**src/rtl/uart_rx_pkg.sv**
```systemverilog
package uart_rx_pkg;

    localparam int BUS_W   = 16;
    localparam int DATA_W  = 8;
    localparam int ADDR_W  = 2;
    localparam int OVS     = 16;
    localparam int IDLE_BITS = 10;

    localparam logic [ADDR_W-1:0] A_CTRL = 2'd0;
    localparam logic [ADDR_W-1:0] A_DIV  = 2'd1;
    localparam logic [ADDR_W-1:0] A_STAT = 2'd2;
    localparam logic [ADDR_W-1:0] A_DATA = 2'd3;

    typedef enum logic [1:0] {
        RX_IDLE,
        RX_START,
        RX_DATA,
        RX_STOP
    } rx_state_e;

    typedef struct packed {
        logic dma_en;
        logic err_ie;
        logic idle_ie;
        logic rx_en;
    } ctrl_t;

    typedef struct packed {
        logic ov;
        logic fe;
        logic idle;
        logic full;
    } stat_t;

    function automatic logic [BUS_W-1:0] merge_bytes(
        input logic [BUS_W-1:0]   cur,
        input logic [BUS_W-1:0]   wd,
        input logic [BUS_W/8-1:0] be
    );
        logic [BUS_W-1:0] res;
        res = cur;
        for (int i = 0; i < BUS_W/8; i++) begin
            if (be[i]) res[8*i +: 8] = wd[8*i +: 8];
        end
        return res;
    endfunction

endpackage

```
**src/rtl/uart_rx_engine.sv**
```systemverilog
module uart_rx_engine
    import uart_rx_pkg::*;
#(
    parameter int DIV_W     = BUS_W,
    parameter int OSR       = OVS,
    parameter int DW        = DATA_W,
    parameter int IDLE_BITN = IDLE_BITS
) (
    input  logic            clk,
    input  logic            rst,
    input  logic            rx_en,
    input  logic [DIV_W-1:0] div,
    input  logic            rx_in,
    output logic            frame_done,
    output logic [DW-1:0]   frame_data,
    output logic            stop_ok,
    output logic            idle_hit
);
    localparam int OC_W       = $clog2(OSR);
    localparam int BN_W       = $clog2(DW);
    localparam int IDLE_TICKS = IDLE_BITN * OSR;
    localparam int IC_W       = $clog2(IDLE_TICKS);

    logic [1:0]       sync;
    logic             rx_s;
    logic [DIV_W-1:0] pc;
    logic             tick;
    rx_state_e        st;
    logic [OC_W-1:0]  oc;
    logic [BN_W-1:0]  bitn;
    logic [DW-1:0]    shreg;
    logic             seen_high;
    logic             armed;
    logic [IC_W-1:0]  idle_cnt;

    assign rx_s       = sync[1];
    assign tick       = ({1'b0, pc} + (DIV_W+1)'(1)) >= {1'b0, div};
    assign frame_data = shreg;

    always_ff @(posedge clk) begin
        if (rst) begin
            sync       <= 2'b11;
            pc         <= '0;
            st         <= RX_IDLE;
            oc         <= '0;
            bitn       <= '0;
            shreg      <= '0;
            seen_high  <= 1'b0;
            armed      <= 1'b0;
            idle_cnt   <= '0;
            frame_done <= 1'b0;
            stop_ok    <= 1'b0;
            idle_hit   <= 1'b0;
        end else begin
            sync       <= {sync[0], rx_in};
            frame_done <= 1'b0;
            idle_hit   <= 1'b0;
            pc         <= tick ? '0 : pc + 1'b1;
            if (!rx_en) begin
                st        <= RX_IDLE;
                seen_high <= 1'b0;
                armed     <= 1'b0;
                idle_cnt  <= '0;
                oc        <= '0;
            end else if (tick) begin
                unique case (st)
                    RX_IDLE: begin
                        if (rx_s) seen_high <= 1'b1;
                        if (!rx_s && seen_high) begin
                            st        <= RX_START;
                            oc        <= '0;
                            seen_high <= 1'b0;
                            idle_cnt  <= '0;
                        end else if (armed) begin
                            if (!rx_s) begin
                                idle_cnt <= '0;
                            end else if (idle_cnt == IC_W'(IDLE_TICKS-1)) begin
                                idle_hit <= 1'b1;
                                armed    <= 1'b0;
                                idle_cnt <= '0;
                            end else begin
                                idle_cnt <= idle_cnt + 1'b1;
                            end
                        end
                    end
                    RX_START: begin
                        if (oc == OC_W'(OSR/2-1)) begin
                            oc   <= '0;
                            bitn <= '0;
                            st   <= rx_s ? RX_IDLE : RX_DATA;
                        end else begin
                            oc <= oc + 1'b1;
                        end
                    end
                    RX_DATA: begin
                        if (oc == OC_W'(OSR-1)) begin
                            oc    <= '0;
                            shreg <= {rx_s, shreg[DW-1:1]};
                            bitn  <= bitn + 1'b1;
                            if (bitn == BN_W'(DW-1)) st <= RX_STOP;
                        end else begin
                            oc <= oc + 1'b1;
                        end
                    end
                    RX_STOP: begin
                        if (oc == OC_W'(OSR-1)) begin
                            oc         <= '0;
                            st         <= RX_IDLE;
                            frame_done <= 1'b1;
                            stop_ok    <= rx_s;
                            armed      <= 1'b1;
                            idle_cnt   <= '0;
                        end else begin
                            oc <= oc + 1'b1;
                        end
                    end
                    default: st <= RX_IDLE;
                endcase
            end
        end
    end
endmodule

```
**src/rtl/uart_rx_regs.sv**
```systemverilog
module uart_rx_regs
    import uart_rx_pkg::*;
#(
    parameter logic [BUS_W-1:0] DIV_RST = 16'd1
) (
    input  logic                clk,
    input  logic                rst,
    input  logic [ADDR_W-1:0]   addr,
    input  logic                rd,
    input  logic                wr,
    input  logic [BUS_W/8-1:0]  be,
    input  logic [BUS_W-1:0]    wdata,
    output logic [BUS_W-1:0]    rdata,
    input  logic                frame_done,
    input  logic [DATA_W-1:0]   frame_data,
    input  logic                stop_ok,
    input  logic                idle_hit,
    output ctrl_t               ctrl,
    output logic [BUS_W-1:0]    div,
    output stat_t               stat
);
    logic [DATA_W-1:0] held;
    logic              lo_rd;

    assign lo_rd = rd && (addr == A_DATA) && be[0];

    always_ff @(posedge clk) begin
        if (rst) begin
            ctrl <= '0;
            div  <= DIV_RST;
            stat <= '0;
            held <= '0;
        end else begin
            if (wr && addr == A_CTRL && be[0]) ctrl <= ctrl_t'(wdata[3:0]);
            if (wr && addr == A_DIV) div <= merge_bytes(div, wdata, be);
            if (wr && addr == A_STAT && be[0]) begin
                stat.idle <= stat.idle & ~wdata[1];
                stat.fe   <= stat.fe   & ~wdata[2];
                stat.ov   <= stat.ov   & ~wdata[3];
            end
            if (idle_hit) stat.idle <= 1'b1;
            if (lo_rd) stat.full <= 1'b0;
            if (frame_done) begin
                if (!stop_ok) stat.fe <= 1'b1;
                if (stat.full && !lo_rd) begin
                    stat.ov <= 1'b1;
                end else begin
                    held      <= frame_data;
                    stat.full <= 1'b1;
                end
            end
        end
    end

    always_comb begin
        unique case (addr)
            A_CTRL:  rdata = {{(BUS_W-4){1'b0}}, ctrl};
            A_DIV:   rdata = div;
            A_STAT:  rdata = {{(BUS_W-4){1'b0}}, stat};
            default: rdata = {{(BUS_W-DATA_W){1'b0}}, held};
        endcase
    end
endmodule

```
**src/rtl/uart_dma_rx.sv**
```systemverilog
module uart_dma_rx
    import uart_rx_pkg::*;
#(
    parameter logic [BUS_W-1:0] DIV_RST = 16'd1
) (
    input  logic              clk,
    input  logic              rst,
    input  logic [ADDR_W-1:0] bus_addr,
    input  logic              bus_rd,
    input  logic              bus_wr,
    input  logic [1:0]        bus_be,
    input  logic [BUS_W-1:0]  bus_wdata,
    output logic [BUS_W-1:0]  bus_rdata,
    input  logic              rx_in,
    output logic              irq,
    output logic              dma_req
);
    ctrl_t             ctrl;
    stat_t             stat;
    logic [BUS_W-1:0]  div;
    logic              frame_done;
    logic [DATA_W-1:0] frame_data;
    logic              stop_ok;
    logic              idle_hit;

    uart_rx_engine #(
        .DIV_W(BUS_W), .OSR(OVS), .DW(DATA_W), .IDLE_BITN(IDLE_BITS)
    ) u_engine (
        .clk(clk), .rst(rst), .rx_en(ctrl.rx_en), .div(div), .rx_in(rx_in),
        .frame_done(frame_done), .frame_data(frame_data),
        .stop_ok(stop_ok), .idle_hit(idle_hit)
    );

    uart_rx_regs #(.DIV_RST(DIV_RST)) u_regs (
        .clk(clk), .rst(rst), .addr(bus_addr), .rd(bus_rd), .wr(bus_wr),
        .be(bus_be), .wdata(bus_wdata), .rdata(bus_rdata),
        .frame_done(frame_done), .frame_data(frame_data), .stop_ok(stop_ok),
        .idle_hit(idle_hit), .ctrl(ctrl), .div(div), .stat(stat)
    );

    assign irq     = (stat.idle & ctrl.idle_ie) | ((stat.fe | stat.ov) & ctrl.err_ie);
    assign dma_req = ctrl.dma_en & stat.full;
endmodule

```
**config.mk**
```make
export PLATFORM = sky130hd
export DESIGN_NAME = uart_dma_rx
export DESIGN_NICKNAME = d
export VERILOG_FILES = /design/src/rtl/uart_rx_pkg.sv /design/src/rtl/uart_rx_engine.sv /design/src/rtl/uart_rx_regs.sv /design/src/rtl/uart_dma_rx.sv
export SDC_FILE = /design/constraint.sdc
export NUM_CORES = 1
export LEC_CHECK = 0
export BUFFER_PORTS_ARGS = -buffer_cell sky130_fd_sc_hd__buf_2
export CORE_MARGIN = 2
export CORE_UTILIZATION = 50
export DETAILED_ROUTE_END_ITERATION = 8
export HOLD_SLACK_MARGIN = 0.1
export PLACE_DENSITY = 0.69
export SLEW_MARGIN = 5
export SYNTH_ARGS = -nofsm -noshare
export SYNTH_HDL_FRONTEND = slang
export SYNTH_HIERARCHICAL = 1
export SYNTH_SLANG_ARGS = --single-unit
```
**constraint.sdc**
```tcl
create_clock -name clk -period 3.1 [get_ports clk]
set_clock_uncertainty 0.1 [all_clocks]
set_input_delay 0.31 -clock clk [delete_from_list [all_inputs] [get_ports clk]]
set_output_delay 0.31 -clock clk [all_outputs]
set_load 0.03 [all_outputs]
```
==> results of run 1 <==
==> Yosys cell counts (10+ instances only) <==
master | instances | area (sq um)
sky130_fd_sc_hd__a21oi_1 | 32 | 160
sky130_fd_sc_hd__xnor2_1 | 10 | 87.6
sky130_fd_sc_hd__nor2b_1 | 24 | 150
sky130_fd_sc_hd__nand2_1 | 69 | 259
sky130_fd_sc_hd__dfxtp_1 | 80 | 1600
sky130_fd_sc_hd__nor2_1 | 35 | 131
sky130_fd_sc_hd__ha_1 | 21 | 263
sky130_fd_sc_hd__nor3b_1 | 10 | 75.1
sky130_fd_sc_hd__inv_1 | 22 | 82.6
sky130_fd_sc_hd__mux2i_1 | 17 | 170
sky130_fd_sc_hd__o21ai_0 | 11 | 55.1
sky130_fd_sc_hd__nand3_1 | 23 | 115
==> cells by family after synthesis <==
| family | Yosys count | synth area share (%) |
|---|---|---|
| compound gates | 84 | 12.7 |
| flops | 80 | 37.4 |
| buf+inv | 46 | 4.84 |
| fa+ha+maj | 21 | 6.13 |
| simple gates | 230 | 30.0 |
| xor+xnor | 14 | 2.86 |
| mux | 21 | 6.07 |
==> path summary, 6_finish.rpt <==
path | startpoint | endpoint | cells past startpoint
setup / recovery | u_engine/pc[3]$_SDFF_PP0_ | u_engine/idle_cnt[3]$_SDFFE_PP0P_ | 15
hold / removal | bus_wdata[1] | u_regs/div[1]$_SDFFE_PP0P_ | 3
setup reg to reg | u_engine/pc[3]$_SDFF_PP0_ | u_engine/idle_cnt[3]$_SDFFE_PP0P_ | 15
hold reg to reg | u_engine/sync[0]$_SDFF_PP1_ | u_engine/sync[1]$_SDFF_PP1_ | 1
==> report_power, final <==
part	switching (mW)	internal (mW)	total, mW
sequential	0.00989	1.04	1.05
clock	0.381	0.413	0.794
combinational	0.193	0.131	0.324
total	0.584	1.58	2.17
==> what timing repair did <==
action,in CTS,in global routing
hold endpoints to repair,12,1
setup endpoints to repair,39,46
buffers inserted,4,3
resized for setup,13,19
hold buffers,12,1
pin swaps,10,14
==> area by class of cell <==
cell class	count	area (sq um)
fill	696	3070
multi-input combinational	370	2620
sequential	80	1610
timing repair buffer	80	541
clock buffer	11	151
tap	105	131
inverter	22	82.6
clock inverter	5	55.1
==> worst max-delay path: cells and delay by family, from the launching register on <==
| kind | cells | cell delay [ns] |
|---|---|---|
| AND/OR/NAND/NOR | 9 | 1.68 |
| flip-flops | 1 | 0.34 |
| buffers and inverters | 2 | 0.29 |
| adder cells (fa/ha/maj) | 1 | 0.28 |
| AO/OA/AOI/OAI | 2 | 0.20 |
| XOR/XNOR | 1 | 0.16 |
==> sequential cells by signal, indices dropped and copies added, names as in the netlist, named ones only <==
register             flops
u_engine/frame_data      8
u_engine/frame_done      1
u_engine/sync            2
u_engine/bitn            3
u_engine/pc             16
u_engine/st              1
u_engine/idle_hit        1
u_engine/seen_high       1
u_engine/armed           1
u_engine/stop_ok         1
u_regs/ctrl              4
u_engine/idle_cnt        8
u_regs/held              8
u_regs/div              16
u_regs/stat              4
u_engine/oc              4
==> layer usage <==
metal	vias up	track usage (%)	share of wire (%)
met4	0	5.20	0.75
met3	10	4.19	3.4
met1	1796	28.8	46
li1	1893	-	-
met5	-	0	0
met2	62	36.8	49
==> through the flow <==
stage / hold slack (ns) / util [%] / instance area (sq um) / total power [mW] / worst slack (ns)
2_1_floorplan: 0.279 / - / 4290 / 1.24 / 0.0948
3_3_place_gp: 0.292 / 56.3 / 4650 / 1.32 / 0.00611
3_5_place_dp: 0.296 / 56.3 / 4650 / 1.33 / -0.112
4_1_cts: 0.101 / 61.3 / 5060 / 2.14 / -0.0638
5_1_grt: 0.128 / 62.8 / 5180 / 2.27 / -0.183
6_report: 0.117 / 62.8 / 5180 / 2.17 / -0.0181
==> summary.md, run 1 <==
| Metric | Value |
|---|---|
| Critical-path top delay cell | `sky130_fd_sc_hd__or4b_1` |
| Max Slew Vio Count | `0` |
| Setup repair after global routing missed its margin | `true` |
| Clock-pin slew on the worst setup and hold paths | `0.08 ns` |
| Dominant synthesized flop cell | `sky130_fd_sc_hd__dfxtp_1` |
| Maximum number of pins on one net before global-route repair | `50` |
| Worst endpoint data arrival time | `3.31 ns` |
| Syn. warnings | `6` |
| DRT antenna net count | `0` |
| Area of the die | `9330 sq um` |
| Initial core utilization | `51.9%` |
| Number of inserted diodes | `0` |
| Placeable core region | `8260 sq um` |
| Slew Limit Headroom | `62.1%` |
| Net count of the mapped netlist | `542` |
| Violations in the final reports | `setup timing` |
| Cell Pwr Density | `418 nW/um^2` |
| Path category of the worst min-delay check | `input port to flop` |
| Post-synthesis sequential area ratio | `37.4%` |
| Critical path start-end classification | `flop to flop` |
| Syn_area_per_cell | `8.64 sq um` |
| Via-to-Cell Ratio | `5.59` |
| Syn Inst Count | `496` |
| Vertical die dimension | `96.6 microns` |
| Starting DRT DRC Count | `215` |
| Tightest Pin Transition | `0.568 ns` |
| Clock Latency Late Sink | `0.35 ns` |
| CTS buffer count | `9` |
| Cell variety after synth | `63` |
| Total setup violations reported at the end of the flow | `2` |
| Setup TNS | `-0.0254 ns` |
| Number of top-level pins | `43` |
| Total track usage | `21.8%` |
| Seq cells post-synth | `80` |
| Worst setup SP type | `flop` |
| Most used cells in the layout excluding fill and tap cells | `74 x sky130_fd_sc_hd__dfxtp_1, 67 x sky130_fd_sc_hd__nand2_1, 42 x sky130_fd_sc_hd__buf_2` |
| Post-route non-filler standard cell count | `673` |
| Number of synthesized flops with an enable pin | `0` |
| Flop2flop setup slack | `-0.02 ns` |
| Via count | `3761` |
| Critical path peak fanout | `7` |
| Area growth from synthesis to final layout | `20.9%` |
| Cell count after placement | `637` |
| IO buf count | `42` |
| Gpl congestion | `0.860` |
| Final number of hold-violating endpoints | `0` |
| Total number of nets in the final design | `609` |
| HPWL after detailed placement | `7000 microns` |
| Leading cell type in the layout, fill and taps excluded | `sky130_fd_sc_hd__dfxtp_1` |
| Leak pwr | `2.08 nW` |
| Proportion of register bits with asynchronous set or reset after synthesis | `0%` |
| Category of the worst setup path capture point | `flop` |
| Vias in the first global route | `3637` |
| Ordered list of cells on the worst path | `and4_4 > nand3_4 > nor2_4 > buf_4 > nand2_1 > xnor2_2 > ha_1 > nand4_1 > nor4_2 > a221oi_2 > nand3_4 > o21ai_4 > buf_4 > or4b_1 > nand3_1` |
| DRC errors left | `0` |
| Part of the cycle the worst path needs | `101%` |
| TritonCTS clock tree | `yes` |
| Sinks on Clock Net | `80` |
| Overflow after GRT | `0` |
| Average detailed-routed wire length per instance | `14.8 microns` |
| Number of buffers on the longest clock path | `2` |
| Buffer cell driving the clock tree root | `sky130_fd_sc_hd__clkbuf_8` |
| First drt pass iteration count | `5` |
| Die Span X | `96.6 microns` |
| Fraction of final layout cells with drive strength greater than 1 | `22.9%` |
| Worst path max stage delay | `0.47 ns` |
| Number of antenna violations at the first check in global routing | `0` |
| Time the final worst path needs with I/O delays and setup | `3.12 ns` |
| Data required time of the worst path | `3.29 ns` |
| Outcome | `finished with violations` |
| First-pass GRT wire length | `17000 microns` |
| Aggregate routed wire length | `9950 microns` |
| CTS H-tree lvls | `3` |
| Achievable Freq | `321 MHz` |
| Maximum Capacitance Violations | `0` |
| # rows | `33` |
| Max rail drop VDD | `0.000246 V` |
| Combined area of all synthesized cells | `4290 sq um` |
| Post-layout worst setup margin | `-0.0181 ns` |
Power figures use the tool's default switching activity.
==> inputs of run 2 (changes only) <==
CORE_MARGIN = 1   (was 2)
SETUP_SLACK_MARGIN = 0.15   (was default)
SLEW_MARGIN = 20   (was 5)
==> run 2 against run 1 <==
Compared with the run above: the flow still finishes with violations (setup timing); setup slack worse by 0.011 ns; clock power is 4.7% higher; register-to-register slack hardly changed; sequential power hardly changed; global-route usage is 1.9 points higher; sequential cell count stayed put; routed wire length is 2.5% higher; cell count stayed put; die area is 4.1% lower.
==> summary.md, run 2 (synthesis gave the netlist of run 1 again) <==
| Metric | Value |
|---|---|
| Outcome | `finished with violations` |
| Violations in the final reports | `setup timing` |
| Ordered list of cells on the worst path | `and4_4 > nand4_1 > or2b_1 > xnor2_2 > ha_1 > nand4_1 > nor4_2 > a221oi_2 > nand3_4 > buf_4 > nor2_4 > or4_4 > a21oi_2` |
| Initial core utilization | `51.9% (unchanged)` |
| Number of inserted diodes | `0 (unchanged)` |
| Placeable core region | `8260 sq um (unchanged)` |
| Category of the worst setup path capture point | `flop` |
| Most Frequent Cell on Critical Path | `sky130_fd_sc_hd__nand4_1` |
| Worst endpoint data arrival time | `3.32 ns (about the same)` |
| Worst path max stage delay | `0.42 ns (-0.05 ns)` |
| Kind of cell adding the most delay to the critical path | `simple AND/OR/NAND/NOR gates` |
| First drt pass iteration count | `4 (-1)` |
| Largest registers | `u_engine/pc x16, u_regs/div x16` |
| TritonCTS clock tree | `yes` |
| Slew Limit Headroom | `58.9% (-3.1 points)` |
| CP Launch Point | `u_engine/pc[2]$_SDFF_PP0_` |
| Area growth from synthesis to final layout | `22.0%` |
| Via count | `3805 (+1.2%)` |
| Worst path buffer plus inverter count | `1 (-1)` |
| Number of antenna violations at the first check in global routing | `0 (unchanged)` |
| Die Span X | `94.6 microns (-2.1%)` |
| Cell count after placement | `632 (-0.78%)` |
| Via-to-Cell Ratio | `5.65 (+1.2%)` |
| First-pass GRT wire length | `16600 microns (-2.4%)` |
| Part of the cycle the worst path needs | `101% (+0.35 points)` |
| Critical path peak fanout | `7 (unchanged)` |
| Number of top-level pins | `43 (unchanged)` |
| DRT antenna net count | `0 (unchanged)` |
| Maximum Capacitance Violations | `0 (unchanged)` |
| Path category of the worst min-delay check | `input port to flop` |
| Clock Latency Late Sink | `0.36 ns (about the same)` |
| Area of combinational cells with multiple inputs | `2640 sq um (+1.1%)` |
| Number of buffers on the longest clock path | `2 (unchanged)` |
| IO buf count | `42 (unchanged)` |
| CTS H-tree lvls | `3 (unchanged)` |
| Clock-pin slew on the worst setup and hold paths | `0.09 ns (about the same)` |
| Starting DRT DRC Count | `234 (+8.8%)` |
| Achievable Freq | `320 MHz (-0.35%)` |
| Total setup violations reported at the end of the flow | `1 (-1)` |
| Total track usage | `23.7% (+1.9 points)` |
| Total chip power | `2.23 mW (+2.9%)` |
| Leading cell type in the layout, fill and taps excluded | `sky130_fd_sc_hd__dfxtp_1` |
| Buffer cell driving the clock tree root | `sky130_fd_sc_hd__clkbuf_8` |
| FF-to-FF path depth | `13 (-2)` |
| Post-route non-filler standard cell count | `673 (unchanged)` |
| Post-layout worst setup margin | `-0.0290 ns (-0.0110 ns)` |
| Aggregate routed wire length | `10200 microns (+2.5%)` |
| Hold wc startpoint | `bus_wdata[2]` |
| Sinks on Clock Net | `80 (unchanged)` |
| Critical path start-end classification | `flop to flop` |
| Vias in the first global route | `3581 (-1.5%)` |
| Setup repair after global routing missed its margin | `true` |
| Tightest Pin Transition | `0.615 ns (+0.0466 ns)` |
| Overflow after GRT | `0 (unchanged)` |
| Vertical die dimension | `94.6 microns (-2.1%)` |
| Final number of hold-violating endpoints | `0 (unchanged)` |
| Data required time of the worst path | `3.29 ns (about the same)` |
| Most used cells in the layout excluding fill and tap cells | `76 x sky130_fd_sc_hd__dfxtp_1, 68 x sky130_fd_sc_hd__nand2_1, 42 x sky130_fd_sc_hd__buf_2` |
| Worst hold slack after final layout | `0.118 ns (+0.00166 ns)` |
| DRC errors left | `0 (unchanged)` |
| CTS buffer count | `9 (unchanged)` |
| Register Area | `1610 sq um (-0.16%)` |
| Time the final worst path needs with I/O delays and setup | `3.13 ns (+0.0110 ns)` |
| Leak pwr | `2.07 nW (-0.52%)` |
| Flop2flop setup slack | `-0.03 ns (about the same)` |
| Max Slew Vio Count | `0 (unchanged)` |
| Fraction of final layout cells with drive strength greater than 1 | `24.1% (+1.2 points)` |
| Final core utilization | `63.4% (+0.58 points)` |
| Gpl congestion | `0.855 (-0.57%)` |
| Cell Pwr Density | `426 nW/um^2 (+2.0%)` |
| Area of the die | `8950 sq um (-4.1%)` |
| HPWL after detailed placement | `6940 microns (-0.87%)` |
| Logic depth of the worst path, buffers included | `13 (-2)` |
| Reg-to-reg critical path startpoint | `u_engine/pc[2]$_SDFF_PP0_` |
| Worst setup SP type | `flop` |
| Total number of nets in the final design | `609 (unchanged)` |
| Number of fill cells | `697 (+0.14%)` |
| Max rail drop VDD | `0.000433 V (+76%)` |
| Maximum number of pins on one net before global-route repair | `65 (+30%)` |
| Critical-path top delay cell | `sky130_fd_sc_hd__or4_4` |
| # rows | `33 (unchanged)` |
| Average detailed-routed wire length per instance | `15.1 microns (+2.5%)` |
[run 2: cell types whose count changed in the layout (fill, tap and decap cells not counted), moves of 3 or more]
cell	previous run	this run
sky130_fd_sc_hd__buf_4	24	20
sky130_fd_sc_hd__buf_6	0	3
sky130_fd_sc_hd__nand3_2	1	4
sky130_fd_sc_hd__nor2b_1	24	20
sky130_fd_sc_hd__nor2b_2	0	4
[run 2: final cells by class]
| class | count | area share [%] |
|---|---|---|
| multi-input combinational | 370 | 50.5 |
| sequential | 80 | 30.7 |
| timing repair buffer | 80 | 10.6 |
| clock buffer | 11 | 2.89 |
| tap | 105 | 2.51 |
| inverter | 22 | 1.58 |
| clock inverter | 5 | 1.20 |
[run 2: worst reg2reg max path, cell delays in order, from the launching register on]
cell and delay, ns:
sky130_fd_sc_hd__dfxtp_2 0.34, sky130_fd_sc_hd__and4_4 0.27, sky130_fd_sc_hd__nand4_1 0.13, sky130_fd_sc_hd__or2b_1 0.28
sky130_fd_sc_hd__xnor2_2 0.15, sky130_fd_sc_hd__ha_1 0.31, sky130_fd_sc_hd__nand4_1 0.14, sky130_fd_sc_hd__nor4_2 0.33
sky130_fd_sc_hd__a221oi_2 0.12, sky130_fd_sc_hd__nand3_4 0.15, sky130_fd_sc_hd__buf_4 0.14, sky130_fd_sc_hd__nor2_4 0.05
sky130_fd_sc_hd__or4_4 0.43, sky130_fd_sc_hd__a21oi_2 0.15
[run 2: how the worst min path moves through the flow]
stage	end	slack [ns]	cells after the start
final	u_regs/div[2]$_SDFFE_PP0P_	0.12	3
after global routing	u_regs/div[1]$_SDFFE_PP0P_	0.11	3
after CTS	u_regs/div[2]$_SDFFE_PP0P_	0.10	3
after detailed placement	u_engine/sync[1]$_SDFF_PP1_	0.29	1
after global placement	u_engine/sync[1]$_SDFF_PP1_	0.30	1
after floorplan	u_engine/bitn[0]$_SDFFE_PP0P_	0.28	1
[run 2: timing repair]
item / CTS / global route
hold buffers: 14 / 0
setup endpoints to repair: 46 / 46
pin swaps: 6 / 14
hold endpoints to repair: 14 / 0
buffers inserted: 6 / 5
gates resized for setup: 19 / 23
gates cloned: 0 / 0
[run 2: routing by layer]
layer,routed length (microns),track usage (%)
met1,4700,31.1
met3,262,3.30
met4,165,9.34
met2,5070,39.2
met5,0,0
[run 2: where the power goes]
part	switching (mW)	internal [mW]	total, mW	leakage (nW)
registers	0.00927	1.04	1.05	0.648
logic	0.209	0.142	0.351	1.32
clock network	0.409	0.422	0.831	0.103
[run 2: through the flow]
stage	instance area (sq um)	TNS [ns]	worst slack [ns]
6_report	5230	-0.0290	-0.0290
5_1_grt	5230	-2.26	-0.170
4_1_cts	5100	0	0.0304
3_5_place_dp	4620	-0.425	-0.0992
3_3_place_gp	4620	0	0.0577
2_1_floorplan	4300	0	0.161
==> inputs of run 3 (changes only) <==
CORE_UTILIZATION = 25   (was 50)
PLACE_DENSITY = 0.39   (was 0.69)
==> run 3 against run 2 <==
Compared with the run above: the run still ends with setup timing left; die area rose by 98%; non-clock buffer count is 2 higher; sequential share of layout area down 1.5 points; maximum frequency up 0.78%; via count down 2.4%; final area up 5.5%; global-route usage fell by 10 points; first-iteration DRC count is 29% lower; largest cell class unchanged.
==> summary.md, run 3 (synthesis gave the netlist of run 1 again) <==
| Metric | Value |
|---|---|
| Outcome | `finished with violations` |
| Violations in the final reports | `setup timing` |
| Slew Limit Headroom | `56.5% (-2.4 points)` |
| Worst hold endpoint | `u_regs/div[10]$_SDFFE_PP0P_` |
| Hold wc startpoint | `bus_wdata[10]` |
| Critical-path top delay cell | `sky130_fd_sc_hd__dfxtp_2` |
| Power share of the sequential group | `39.3% (-7.7 points)` |
| Gpl congestion | `0.784 (-8.3%)` |
| Ordered list of cells on the worst path | `and4_4 > buf_4 > nand3_1 > nor2_2 > xor2_2 > ha_4 > a21o_1 > a221oi_2 > nand3_4 > buf_6 > o211ai_4 > buf_12 > mux2i_2 > nor2_1` |
| Time the final worst path needs with I/O delays and setup | `3.10 ns (-0.0242 ns)` |
| Initial core utilization | `25.8% (-26 points)` |
| Leak pwr | `2.16 nW (+4.6%)` |
| Post-layout worst setup margin | `-0.00483 ns (+0.0242 ns)` |
| Final number of hold-violating endpoints | `0 (unchanged)` |
| Cell Pwr Density | `485 nW/um^2 (+14%)` |
| Via-to-Cell Ratio | `4.69 (-17%)` |
| Worst setup SP type | `flop` |
| Number of fill cells | `1732 (+150%)` |
| Die Span X | `133 microns (+41%)` |
| Register Area | `1610 sq um (+0.23%)` |
| FF-to-FF path depth | `14 (+1)` |
| Critical path start-end classification | `flop to flop` |
| Maximum number of pins on one net before global-route repair | `65 (unchanged)` |
| Most used cells in the layout excluding fill and tap cells | `73 x sky130_fd_sc_hd__dfxtp_1, 67 x sky130_fd_sc_hd__nand2_1, 42 x sky130_fd_sc_hd__buf_2` |
| Tightest Pin Transition | `0.652 ns (+0.0375 ns)` |
| CTS H-tree lvls | `3 (unchanged)` |
| Maximum Capacitance Violations | `0 (unchanged)` |
| Comb pwr share | `14.1% (-1.6 points)` |
| Vertical die dimension | `133 microns (+41%)` |
| Critical path peak fanout | `8 (+1)` |
| Clock-pin slew on the worst setup and hold paths | `0.06 ns (-0.03 ns)` |
| Largest registers | `u_engine/pc x16, u_regs/div x16` |
| Max rail drop VDD | `0.000248 V (-43%)` |
| Flop2flop setup slack | `-0.005 ns (+0.02 ns)` |
| Area growth from synthesis to final layout | `28.7%` |
| Net Switching | `0.659 mW (+5.2%)` |
| First drt pass iteration count | `4 (unchanged)` |
| Vias in the first global route | `3600 (+0.53%)` |
| Fraction of final layout cells with drive strength greater than 1 | `25.4% (+1.3 points)` |
| CTS buffer count | `9 (unchanged)` |
| HPWL after detailed placement | `8360 microns (+21%)` |
| Overflow after GRT | `0 (unchanged)` |
| Internal power | `2.02 mW (+26%)` |
| Data required time of the worst path | `3.21 ns (-0.08 ns)` |
| Reg-to-reg critical path startpoint | `u_engine/pc[11]$_SDFF_PP0_` |
| Achievable Freq | `322 MHz (+0.78%)` |
| DRT antenna net count | `0 (unchanged)` |
| Part of the cycle the worst path needs | `100% (-0.78 points)` |
| Total track usage | `13.6% (-10 points)` |
| Cell count of the worst hold path | `3 (unchanged)` |
| Final core utilization | `33.2% (-30 points)` |
| Path category of the worst min-delay check | `input port to flop` |
| Total number of nets in the final design | `611 (+0.33%)` |
| Category of the worst setup path capture point | `flop` |
| Crit Reg-Reg Endpoint | `u_engine/frame_data[6]$_SDFFE_PP0P_` |
| Starting DRT DRC Count | `165 (-29%)` |
| Area of combinational cells with multiple inputs | `2650 sq um (+0.33%)` |
| Max Slew Vio Count | `0 (unchanged)` |
| Setup repair after global routing missed its margin | `true` |
| Worst endpoint data arrival time | `3.21 ns (-0.11 ns)` |
| Buffer cell driving the clock tree root | `sky130_fd_sc_hd__clkbuf_16` |
| Number of top-level pins | `43 (unchanged)` |
| First-pass GRT wire length | `19200 microns (+15%)` |
| DRC errors left | `0 (unchanged)` |
| IO buf count | `42 (unchanged)` |
| Switching share of power | `24.7% (-3.5 points)` |
| Area of the die | `17700 sq um (+98%)` |
| Sinks on Clock Net | `80 (unchanged)` |
| Total setup violations reported at the end of the flow | `1 (unchanged)` |
| CP Launch Point | `u_engine/pc[11]$_SDFF_PP0_` |
| Leading cell type in the layout, fill and taps excluded | `sky130_fd_sc_hd__dfxtp_1` |
| Clock Latency Late Sink | `0.34 ns (-0.02 ns)` |
| Number of antenna violations at the first check in global routing | `1 (+1)` |
| Placeable core region | `16600 sq um (+100%)` |
| Aggregate routed wire length | `11800 microns (+15%)` |
| Via count | `3712 (-2.4%)` |
| Worst hold slack after final layout | `0.122 ns (+0.00403 ns)` |
| TritonCTS clock tree | `yes` |
| Worst path max stage delay | `0.35 ns (-0.07 ns)` |
| Part of the power in the clock network | `46.7% (+9.4 points)` |
| Average detailed-routed wire length per instance | `14.9 microns (-1.9%)` |
| Number of buffers on the longest clock path | `2 (unchanged)` |
| # rows | `47 (+42%)` |
run 3: worst max-delay path: cells and delay by family (launching register included):
kind / cells / cell delay (ns)
fa+ha+maj: 1 / 0.24
flops: 1 / 0.35
simple gates: 5 / 0.70
buf+inv: 3 / 0.43
xor+xnor: 1 / 0.24
compound gates: 3 / 0.70
mux: 1 / 0.20
run 3: how the worst max path moves through the flow:
| stage | slack (ns) | depth (start not counted) | endpoint |
|---|---|---|---|
| after floorplan | 0.16 | 12 | u_engine/frame_data[0]$_SDFFE_PP0P_ |
| final | -0.005 | 14 | u_engine/frame_data[6]$_SDFFE_PP0P_ |
| after detailed placement | -0.08 | 14 | u_engine/idle_cnt[5]$_SDFFE_PP0P_ |
| after global routing | -0.21 | 14 | u_engine/frame_data[7]$_SDFFE_PP0P_ |
| after CTS | -0.05 | 13 | u_engine/st[0]$_SDFFE_PP0P_ |
| after global placement | 0.03 | 14 | u_engine/idle_cnt[3]$_SDFFE_PP0P_ |
run 3: cell type report:
cell class / count / share of cell area (%)
antenna: 1 / 0.0453
clock buffer: 11 / 4.40
clock inverter: 5 / 1.88
inverter: 22 / 1.50
multi-input combinational: 370 / 48.1
sequential: 80 / 29.2
tap: 220 / 4.99
timing repair buffer: 82 / 9.95
run 3: power groups by stage:
stage                     Sequential [mW]  Clock [mW]  Combinational (mW)
after global routing                 1.05        1.33               0.414
after floorplan                      1.07           0               0.177
final                                1.05        1.25               0.376
after global placement               1.07           0               0.280
after detailed placement             1.07           0               0.287
after CTS                            1.05        1.29               0.357
run 3: repair_timing:
item,CTS,global route
setup endpoints to repair,46,46
hold buffers,6,0
gates cloned,0,0
pin swaps,17,16
gates resized for setup,22,20
setup buffers,8,5
hold endpoints to repair,6,0
run 3: through the flow:
step	cells	area [sq um]	power (mW)	TNS (ns)	setup slack [ns]
after floorplan	496	4300	1.25	0	0.161
after global placement	755	4830	1.35	0	0.0296
after detailed placement	755	4830	1.36	-0.793	-0.0847
after CTS	785	5390	2.70	-0.354	-0.0476
after global routing	790	5520	2.80	-3.85	-0.213
final	791	5520	2.67	-0.00483	-0.00483
run 3: routing by layer:
layer  part of all wire [%]  wire [microns]  track usage (%)
met1                     49            5770             17.9
met2                     48            5670             21.9
met3                    2.2             263             3.22
met4                   0.48              56             4.28
met5                      0               0                0
